==> config.mk <==
export PLATFORM = sky130hd
export DESIGN_NAME = mc_irq_arbiter
export DESIGN_NICKNAME = d
export VERILOG_FILES = /design/src/rtl/mc_irq_pkg.sv /design/src/rtl/mc_irq_pend_bank.sv /design/src/rtl/mc_irq_status_src.sv /design/src/rtl/mc_irq_prio_enc.sv /design/src/rtl/mc_irq_arbiter.sv
export SDC_FILE = /design/constraint.sdc
export NUM_CORES = 1
export LEC_CHECK = 0
export BUFFER_PORTS_ARGS = -buffer_cell sky130_fd_sc_hd__buf_2
export CORE_MARGIN = 2
export CORE_UTILIZATION = 49
export CTS_BUF_LIST = sky130_fd_sc_hd__clkbuf_8
export CTS_CLUSTER_SIZE = 14
export DETAILED_ROUTE_END_ITERATION = 7
export PLACE_DENSITY = 0.82
export SLEW_MARGIN = 40
export SYNTH_ARGS = -nofsm -noshare
export SYNTH_HDL_FRONTEND = slang
export SYNTH_SLANG_ARGS = --single-unit
==> constraint.sdc <==
create_clock -name clk -period 1.4 [get_ports clk]
set_input_delay 0.07 -clock clk [delete_from_list [all_inputs] [get_ports clk]]
set_output_delay 0.07 -clock clk [all_outputs]
set_load 0.1 [all_outputs]
==> src/rtl/mc_irq_pkg.sv <==
package mc_irq_pkg;
  localparam int unsigned ID_W = 16;
  localparam logic [ID_W-1:0] STATUS_ID = 16'h8000;
  localparam logic [ID_W-1:0] IDLE_ID = '0;

  typedef enum logic [1:0] {
    SRC_NONE = 2'd0,
    SRC_OBJ  = 2'd1,
    SRC_STAT = 2'd2
  } src_kind_e;
endpackage

==> src/rtl/mc_irq_pend_bank.sv <==
module mc_irq_pend_bank #(
  parameter int unsigned NUM_OBJ = 32
) (
  input  logic               clk,
  input  logic               rst_n,
  input  logic [NUM_OBJ-1:0] set_i,
  input  logic [NUM_OBJ-1:0] clr_i,
  output logic [NUM_OBJ-1:0] pend_nxt_o
);
  logic [NUM_OBJ-1:0] pend_q;

  genvar g;
  generate
    for (g = 0; g < NUM_OBJ; g++) begin : g_flag
      // set has priority over a simultaneous clear
      always_comb begin
        pend_nxt_o[g] = set_i[g] | (pend_q[g] & ~clr_i[g]);
      end
    end
  endgenerate

  always_ff @(posedge clk or negedge rst_n) begin
    if (!rst_n) begin
      pend_q <= '0;
    end else begin
      pend_q <= pend_nxt_o;
    end
  end
endmodule

==> src/rtl/mc_irq_status_src.sv <==
module mc_irq_status_src (
  input  logic clk,
  input  logic rst_n,
  input  logic upd_i,
  input  logic err_i,
  input  logic err_ie_i,
  input  logic stat_ie_i,
  input  logic rd_i,
  output logic pend_nxt_o
);
  logic pend_q;
  logic upd_ok;

  always_comb begin
    upd_ok     = upd_i & (err_i ? err_ie_i : stat_ie_i);
    // a qualifying update outranks a same-cycle read
    pend_nxt_o = upd_ok | (pend_q & ~rd_i);
  end

  always_ff @(posedge clk or negedge rst_n) begin
    if (!rst_n) begin
      pend_q <= 1'b0;
    end else begin
      pend_q <= pend_nxt_o;
    end
  end
endmodule

==> src/rtl/mc_irq_prio_enc.sv <==
module mc_irq_prio_enc #(
  parameter int unsigned NUM_OBJ = 32,
  localparam int unsigned NUM_W = $clog2(NUM_OBJ + 1)
) (
  input  logic [NUM_OBJ-1:0] pend_i,
  output logic               found_o,
  output logic [NUM_W-1:0]   num_o
);
  always_comb begin
    found_o = |pend_i;
    num_o   = '0;
    for (int i = NUM_OBJ - 1; i >= 0; i--) begin
      if (pend_i[i]) begin
        num_o = NUM_W'(i + 1);
      end
    end
  end
endmodule

==> src/rtl/mc_irq_arbiter.sv <==
module mc_irq_arbiter
  import mc_irq_pkg::*;
#(
  parameter int unsigned NUM_OBJ = 32
) (
  input  logic               clk,
  input  logic               rst_n,
  input  logic [NUM_OBJ-1:0] obj_set,
  input  logic [NUM_OBJ-1:0] obj_clr,
  input  logic               stat_upd,
  input  logic               stat_err,
  input  logic               glb_ie,
  input  logic               err_ie,
  input  logic               stat_ie,
  input  logic               host_stat_rd,
  input  logic               host_stat_wr,
  output logic [ID_W-1:0]    irq_id,
  output logic               irq_line
);
  localparam int unsigned NUM_W = $clog2(NUM_OBJ + 1);

  logic [1:0]         rst_sync_q;
  logic               rst_q_n;
  logic [NUM_OBJ-1:0] obj_pend_nxt;
  logic               stat_pend_nxt;
  logic               obj_found;
  logic [NUM_W-1:0]   obj_num;
  src_kind_e          src_sel;
  logic [ID_W-1:0]    id_nxt;
  logic               line_nxt;
  logic               wr_unused;

  always_ff @(posedge clk or negedge rst_n) begin
    if (!rst_n) begin
      rst_sync_q <= 2'b00;
    end else begin
      rst_sync_q <= {rst_sync_q[0], 1'b1};
    end
  end
  assign rst_q_n = rst_sync_q[1];

  // status-register writes are accepted but never touch interrupt state
  assign wr_unused = host_stat_wr;

  mc_irq_pend_bank #(.NUM_OBJ(NUM_OBJ)) u_bank (
    .clk        (clk),
    .rst_n      (rst_q_n),
    .set_i      (obj_set),
    .clr_i      (obj_clr),
    .pend_nxt_o (obj_pend_nxt)
  );

  mc_irq_status_src u_stat (
    .clk        (clk),
    .rst_n      (rst_q_n),
    .upd_i      (stat_upd),
    .err_i      (stat_err),
    .err_ie_i   (err_ie),
    .stat_ie_i  (stat_ie),
    .rd_i       (host_stat_rd),
    .pend_nxt_o (stat_pend_nxt)
  );

  mc_irq_prio_enc #(.NUM_OBJ(NUM_OBJ)) u_enc (
    .pend_i  (obj_pend_nxt),
    .found_o (obj_found),
    .num_o   (obj_num)
  );

  always_comb begin
    if (stat_pend_nxt)  src_sel = SRC_STAT;
    else if (obj_found) src_sel = SRC_OBJ;
    else                src_sel = SRC_NONE;
    case (src_sel)
      SRC_STAT: id_nxt = STATUS_ID;
      SRC_OBJ:  id_nxt = ID_W'(obj_num);
      default:  id_nxt = IDLE_ID;
    endcase
    line_nxt = glb_ie & (src_sel != SRC_NONE);
  end

  always_ff @(posedge clk or negedge rst_q_n) begin
    if (!rst_q_n) begin
      irq_id   <= IDLE_ID;
      irq_line <= 1'b0;
    end else begin
      irq_id   <= id_nxt;
      irq_line <= line_nxt;
    end
  end
endmodule

# Word level (Yosys, flattened, before mapping)
# Index checks and enable logic that the tools add are counted.
[word_totals]
register_bits = 52
out_inout_bits = 17
in_bits = 73
[classes]
n_eq_ne = 2
bitwise = 101
reduce_logical = 2
n_mux = 36
[op_table]
columns = ["op", "n"]
rows = [
  ["6-bit 2-to-1 mux", 32],
  ["1-bit bitwise AND", 35],
  ["1-bit NOT", 33],
  ["1-bit OR", 33],
  ["16-bit case mux with 2 select lines", 1],
  ["32-bit OR reduction", 1],
  ["2-bit by 1-bit equality test with 1-bit output (second input constant)", 1],
  ["2-bit equality test (second input constant)", 1],
  ["1-bit 2-to-1 mux", 2],
  ["2-bit 2-to-1 mux", 1],
  ["2-bit nonzero test", 1],
]

# Depth between registers and ports, before layout
[logic_depth]
ltp_word = 36
ltp_mapped = 7
ltp_nobuf = 7

# By module
# Synthesis repeated with hierarchy kept, for this count alone.
[unflattened]
cells_unflattened = 201
area_unflattened_um2 = 2030.7
[modules_own_cells]
columns = ["mod", "cells_each", "area_each_um2", "instances"]
rows = [
  ["mc_irq_pend_bank", 96, 1161.1, 1],
  ["mc_irq_prio_enc", 71, 431.7, 1],
  ["mc_irq_arbiter", 29, 389.1, 1],
  ["mc_irq_status_src", 5, 48.8, 1],
]

# Worst setup path after synthesis
# Ideal clock, no wire load.
[synth_timing]
path_type = "flip-flop to flip-flop"
start = "register u_bank.pend_q[26]"
end = "register irq_id[0]"
path_stages_with_launch = 7
arrival_ns = 1.405
setup_time_ns = 0.143
path_slack_ns = -0.149
cell_sequence = "dfrtp_1 -> nor2b_2 -> a2111oi_4 -> nand4_1 -> nor3_2 -> and4_1 -> a211oi_1"
[synth_between]
elab_chain_cells = 30
elab_cells_between_ends = 35
classes_between = "eq/ne (2); mux (30); bitwise (2); reduce/logical (1)"
[synth_lines]
columns = ["item", "line", "rtl"]
rows = [
  ["start: declaration", "mc_irq_pend_bank.sv:10", "logic [NUM_OBJ-1:0] pend_q;"],
  ["start signal: assignment", "mc_irq_pend_bank.sv:26", "pend_q <= pend_nxt_o;"],
  ["1-bit bitwise AND (*)", "mc_irq_pend_bank.sv:17", "pend_nxt_o[g] = set_i[g] | (pend_q[g] & ~clr_i[g]);"],
  ["1-bit OR (*)", "mc_irq_pend_bank.sv:17", ""],
  ["6-bit 2-to-1 mux (27 in series)", "mc_irq_prio_enc.sv:13", "if (pend_i[i]) begin"],
  ["16-bit case mux with 2 select lines (*)", "mc_irq_arbiter.sv:74", "case (src_sel)"],
  ["net id_nxt[0]", "mc_irq_arbiter.sv:29", "logic [ID_W-1:0] id_nxt;"],
  ["end signal: assignment", "mc_irq_arbiter.sv:87", "irq_id <= id_nxt;"],
  ["end: declaration", "mc_irq_arbiter.sv:17", "output logic [ID_W-1:0] irq_id,"],
]
# Mark *: on every way through the listed nets, which the timed path passes. The rest lies on a longest branch.

# Worst setup path in the final report
[layout_timing]
start = "register u_bank.pend_q[28]"
end = "register irq_line"
[layout_between]
elab_chain_cells = 7
[layout_lines]
columns = ["item", "line", "rtl"]
rows = [
  ["1-bit bitwise AND", "mc_irq_pend_bank.sv:17", ""],
  ["1-bit OR", "mc_irq_pend_bank.sv:17", ""],
  ["32-bit OR reduction", "mc_irq_prio_enc.sv:10", "found_o = |pend_i;"],
  ["1-bit 2-to-1 mux", "mc_irq_arbiter.sv:72", "else if (obj_found) src_sel = SRC_OBJ;"],
  ["2-bit 2-to-1 mux", "mc_irq_arbiter.sv:71", "if (stat_pend_nxt) src_sel = SRC_STAT;"],
  ["2-bit nonzero test", "mc_irq_arbiter.sv:79", "line_nxt = glb_ie & (src_sel != SRC_NONE);"],
  ["1-bit bitwise AND", "mc_irq_arbiter.sv:79", ""],
  ["net line_nxt", "mc_irq_arbiter.sv:30", "logic line_nxt;"],
  ["end signal: assignment", "mc_irq_arbiter.sv:88", "irq_line <= line_nxt;"],
  ["end: declaration", "mc_irq_arbiter.sv:18", "output logic irq_line"],
]
# The timed path passes the listed nets, and every way through them passes these cells.

==> metrics <==
status=finished with violations; failing checks=setup timing; Syn-to-layout area delta=46.1%; Die Span Y=69.6 um; CP Cell Sequence=nor2b_4, a2111oi_4, nand4_1, nor3_2, nand4_1, o21a_1; clk_lat worst skew=roughly 0.3 ns; Final period util=124%; Nets=414; slowest stage delay, CP=between 0.3 and 0.4 ns; hpwl dp=4.16 mm; Crit-path slowest cell=dfrtp_1; crit path kind=reg2reg; Post-Route WL=approximately 5.5 mm; setup tns final=-1.79 ns; ys flop type=dfrtp_1; final slew viol count=0; commonest cells after routing, fill and taps aside=buf_2 (79), dfrtp_1 (41), buf_4 (40); RSZ-0062 raised after global routing=true; FF+latch count, synth=42; GP Congestion=~0.81; Area contributors post-synth=dfrtp_1 (50%), inv_1 (6.6%), a2111oi_4 (5.2%); P_int=approximately 2100 uW; power share of the clock group=a little under a third; Most common cell on crit path=nand4_1; Sw Ratio=approximately 30%; startpoint types=flip-flop; global-route wire length before repair=around 9 mm; Tmin final=1.74 ns; Comb pwr share=23.7%; CTS Buf Count=5; Setup Skew=between 0.003 and 0.004 ns; die area=a little under 5000 um^2; WL/cell=about 14 um; number of global-route vias before repair=between 1.5k and 2k; Worst path top cell family by delay=simple AND/OR/NAND/NOR gates; global-route usage over all layers=23.1%; VDD IR-drop max=~850 uV; Worst Hold Class=in2reg; P_sw=892 uW; Max Root-Sink Buffers=2; gate count of the mapped netlist=210; placement row count=23; DR DRC count=0; crit path DAT=roughly 1.9 ns; Initial Util=51.7%; Ys Warns=0; final hold violation count=0; largest net degree at the start of global routing=31; Setup crit end kind=flip-flop; Seq pwr share=between 40% and 50%; initial antenna violation count=0; grt ovf=0; Critical path buffers and inverters=0; clock sinks=42; Yosys top cell area share=between 40% and 50%; max_cap viols=0; Routed Antenna Nets=0; Power, Total=2980 uW; Max Freq=~580 MHz; Yosys cell types=42; layout cells sized above 1=roughly half; Via density=around 5; Clock Pin Slew Worst Setup and Hold Paths=approximately 0.08 ns; vias=between 1.5k and 2k; CTS tree=built; leakage=roughly 0.0015 uW; # H-tree levels=2; setup ws final=-0.338 ns; Critical Path RT=roughly 1.6 ns; Detailed Route Iter0 Violations=about 70; worst-path maximum fanout=3; ant diodes=0; most common cell after layout, fill and taps aside=buf_2; TritonRoute pass-1 iters=4; largest area contributor in the synthesized netlist=dfrtp_1; Cell Area, Synth=2110 um^2; EDFF count, synth=0; Mean Syn Cell Area=just over 10 um^2; sequential-to-total area share from yosys stat=between 40% and 50%; asr flop ratio synth=100%; # IOs=90; die width=69.6 um; root buffer cell=clkbuf_8; Final Setup Violations=7; Port Buffers=79; core area=4090 um^2; pwr/cell area=~970 nW/um^2
==> path summary, 6_finish.rpt <==
kind,cells after the start,from,slack (ns),to
min reg2reg,0,rst_sync_q[1]$_DFF_PN0_,0.14,u_bank.pend_q[1]$_DFF_PN0_
min in group asynchronous,2,rst_n,0.08,rst_sync_q[1]$_DFF_PN0_
max in group asynchronous,1,rst_sync_q[1]$_DFF_PN0_,0.83,u_bank.pend_q[18]$_DFF_PN0_
max reg2reg,6,u_bank.pend_q[28]$_DFF_PN0_,-0.34,irq_line$_DFF_PN0_
min,3,obj_set[1],0.01,u_bank.pend_q[1]$_DFF_PN0_
max,6,u_bank.pend_q[28]$_DFF_PN0_,-0.34,irq_line$_DFF_PN0_
==> repair_timing <==
action	CTS	global route
hold endpoints to repair	7	0
resized for setup	3	13
setup buffers	1	3
endpoints found under the setup margin	7	9
hold buffers	6	0
pin swaps	4	11
==> area by class of cell <==
type,instances,area [um^2]
flip-flops and latches,42,1050
fillers,295,1000
multi-input cells,118,903
repair buffers,126,776
inverters,48,180
clock buffers,5,68.8
well taps,50,62.6
clock inverters,3,40.0
==> power by group through the flow <==
stage	registers, uW	clock network (uW)	logic [uW]
floorplan	1410	0	338
global placement	1350	0	640
detailed placement	1350	0	659
CTS	1330	955	681
global route	1340	1000	758
finish	1330	940	704
==> cells in the mapped netlist, drive strengths merged (2+ instances only) <==
library cell,instances
a2111oi,9
a211oi,4
a21o,5
a21oi,21
buf,10
conb,2
dfrtp,42
inv,48
nand2,7
nand2b,2
nand3,6
nand4,4
nor2,8
nor2b,9
nor3,2
nor4,2
nor4b,2
o21ai,8
or2,5
==> metrics by stage <==
stage / utilization [%] / hold slack, ns / instance area, um^2 / instances / setup slack [ns]
after global routing: 75.4 / 0.0179 / 3080 / 392 / -0.498
after CTS: 73.5 / 0.00303 / 3010 / 389 / -0.304
after global placement: 69.0 / -0.144 / 2820 / 374 / -0.228
after detailed placement: 69.0 / -0.142 / 2820 / 374 / -0.350
after floorplan: - / -0.226 / 2150 / 218 / -0.114
final: 75.4 / 0.0113 / 3080 / 392 / -0.338
==> worst register-to-register path, cell delays in order, from the launching register on <==
cell and delay, ns:
dfrtp_1 0.37, nor2b_4 0.14, a2111oi_4 0.35, nand4_1 0.18
nor3_2 0.23, nand4_1 0.16, o21a_1 0.20
==> cell families (layout without fill, tap and decap cells) <==
| kind of cell | after synthesis | after routing | synth area share [%] |
|---|---|---|---|
| buffers and inverters | 58 | 182 | 12.1 |
| AO/OA/AOI/OAI | 56 | 56 | 22.6 |
| other | 2 | 10 | 0.356 |
| multiplexers | 1 | 1 | 0.533 |
| flip-flops | 42 | 42 | 49.8 |
| AND/OR/NAND/NOR | 51 | 51 | 14.6 |
==> layer usage <==
layer | GRT usage (%) | wire (um) | vias to the layer above
met4 | 10.9 | 156 | 0
met1 | 28.0 | 2270 | 906
met2 | 39.6 | 2770 | 66
met5 | 0 | 0 | -
met3 | 4.51 | 290 | 14
li1 | - | - | 954
==> state kept, by name (all words and copies together) (netlist names) <==
signal         cells
u_bank.pend_q     32
irq_id             7
irq_line           1
rst_sync_q         2
(Power assumes the default switching activity.)
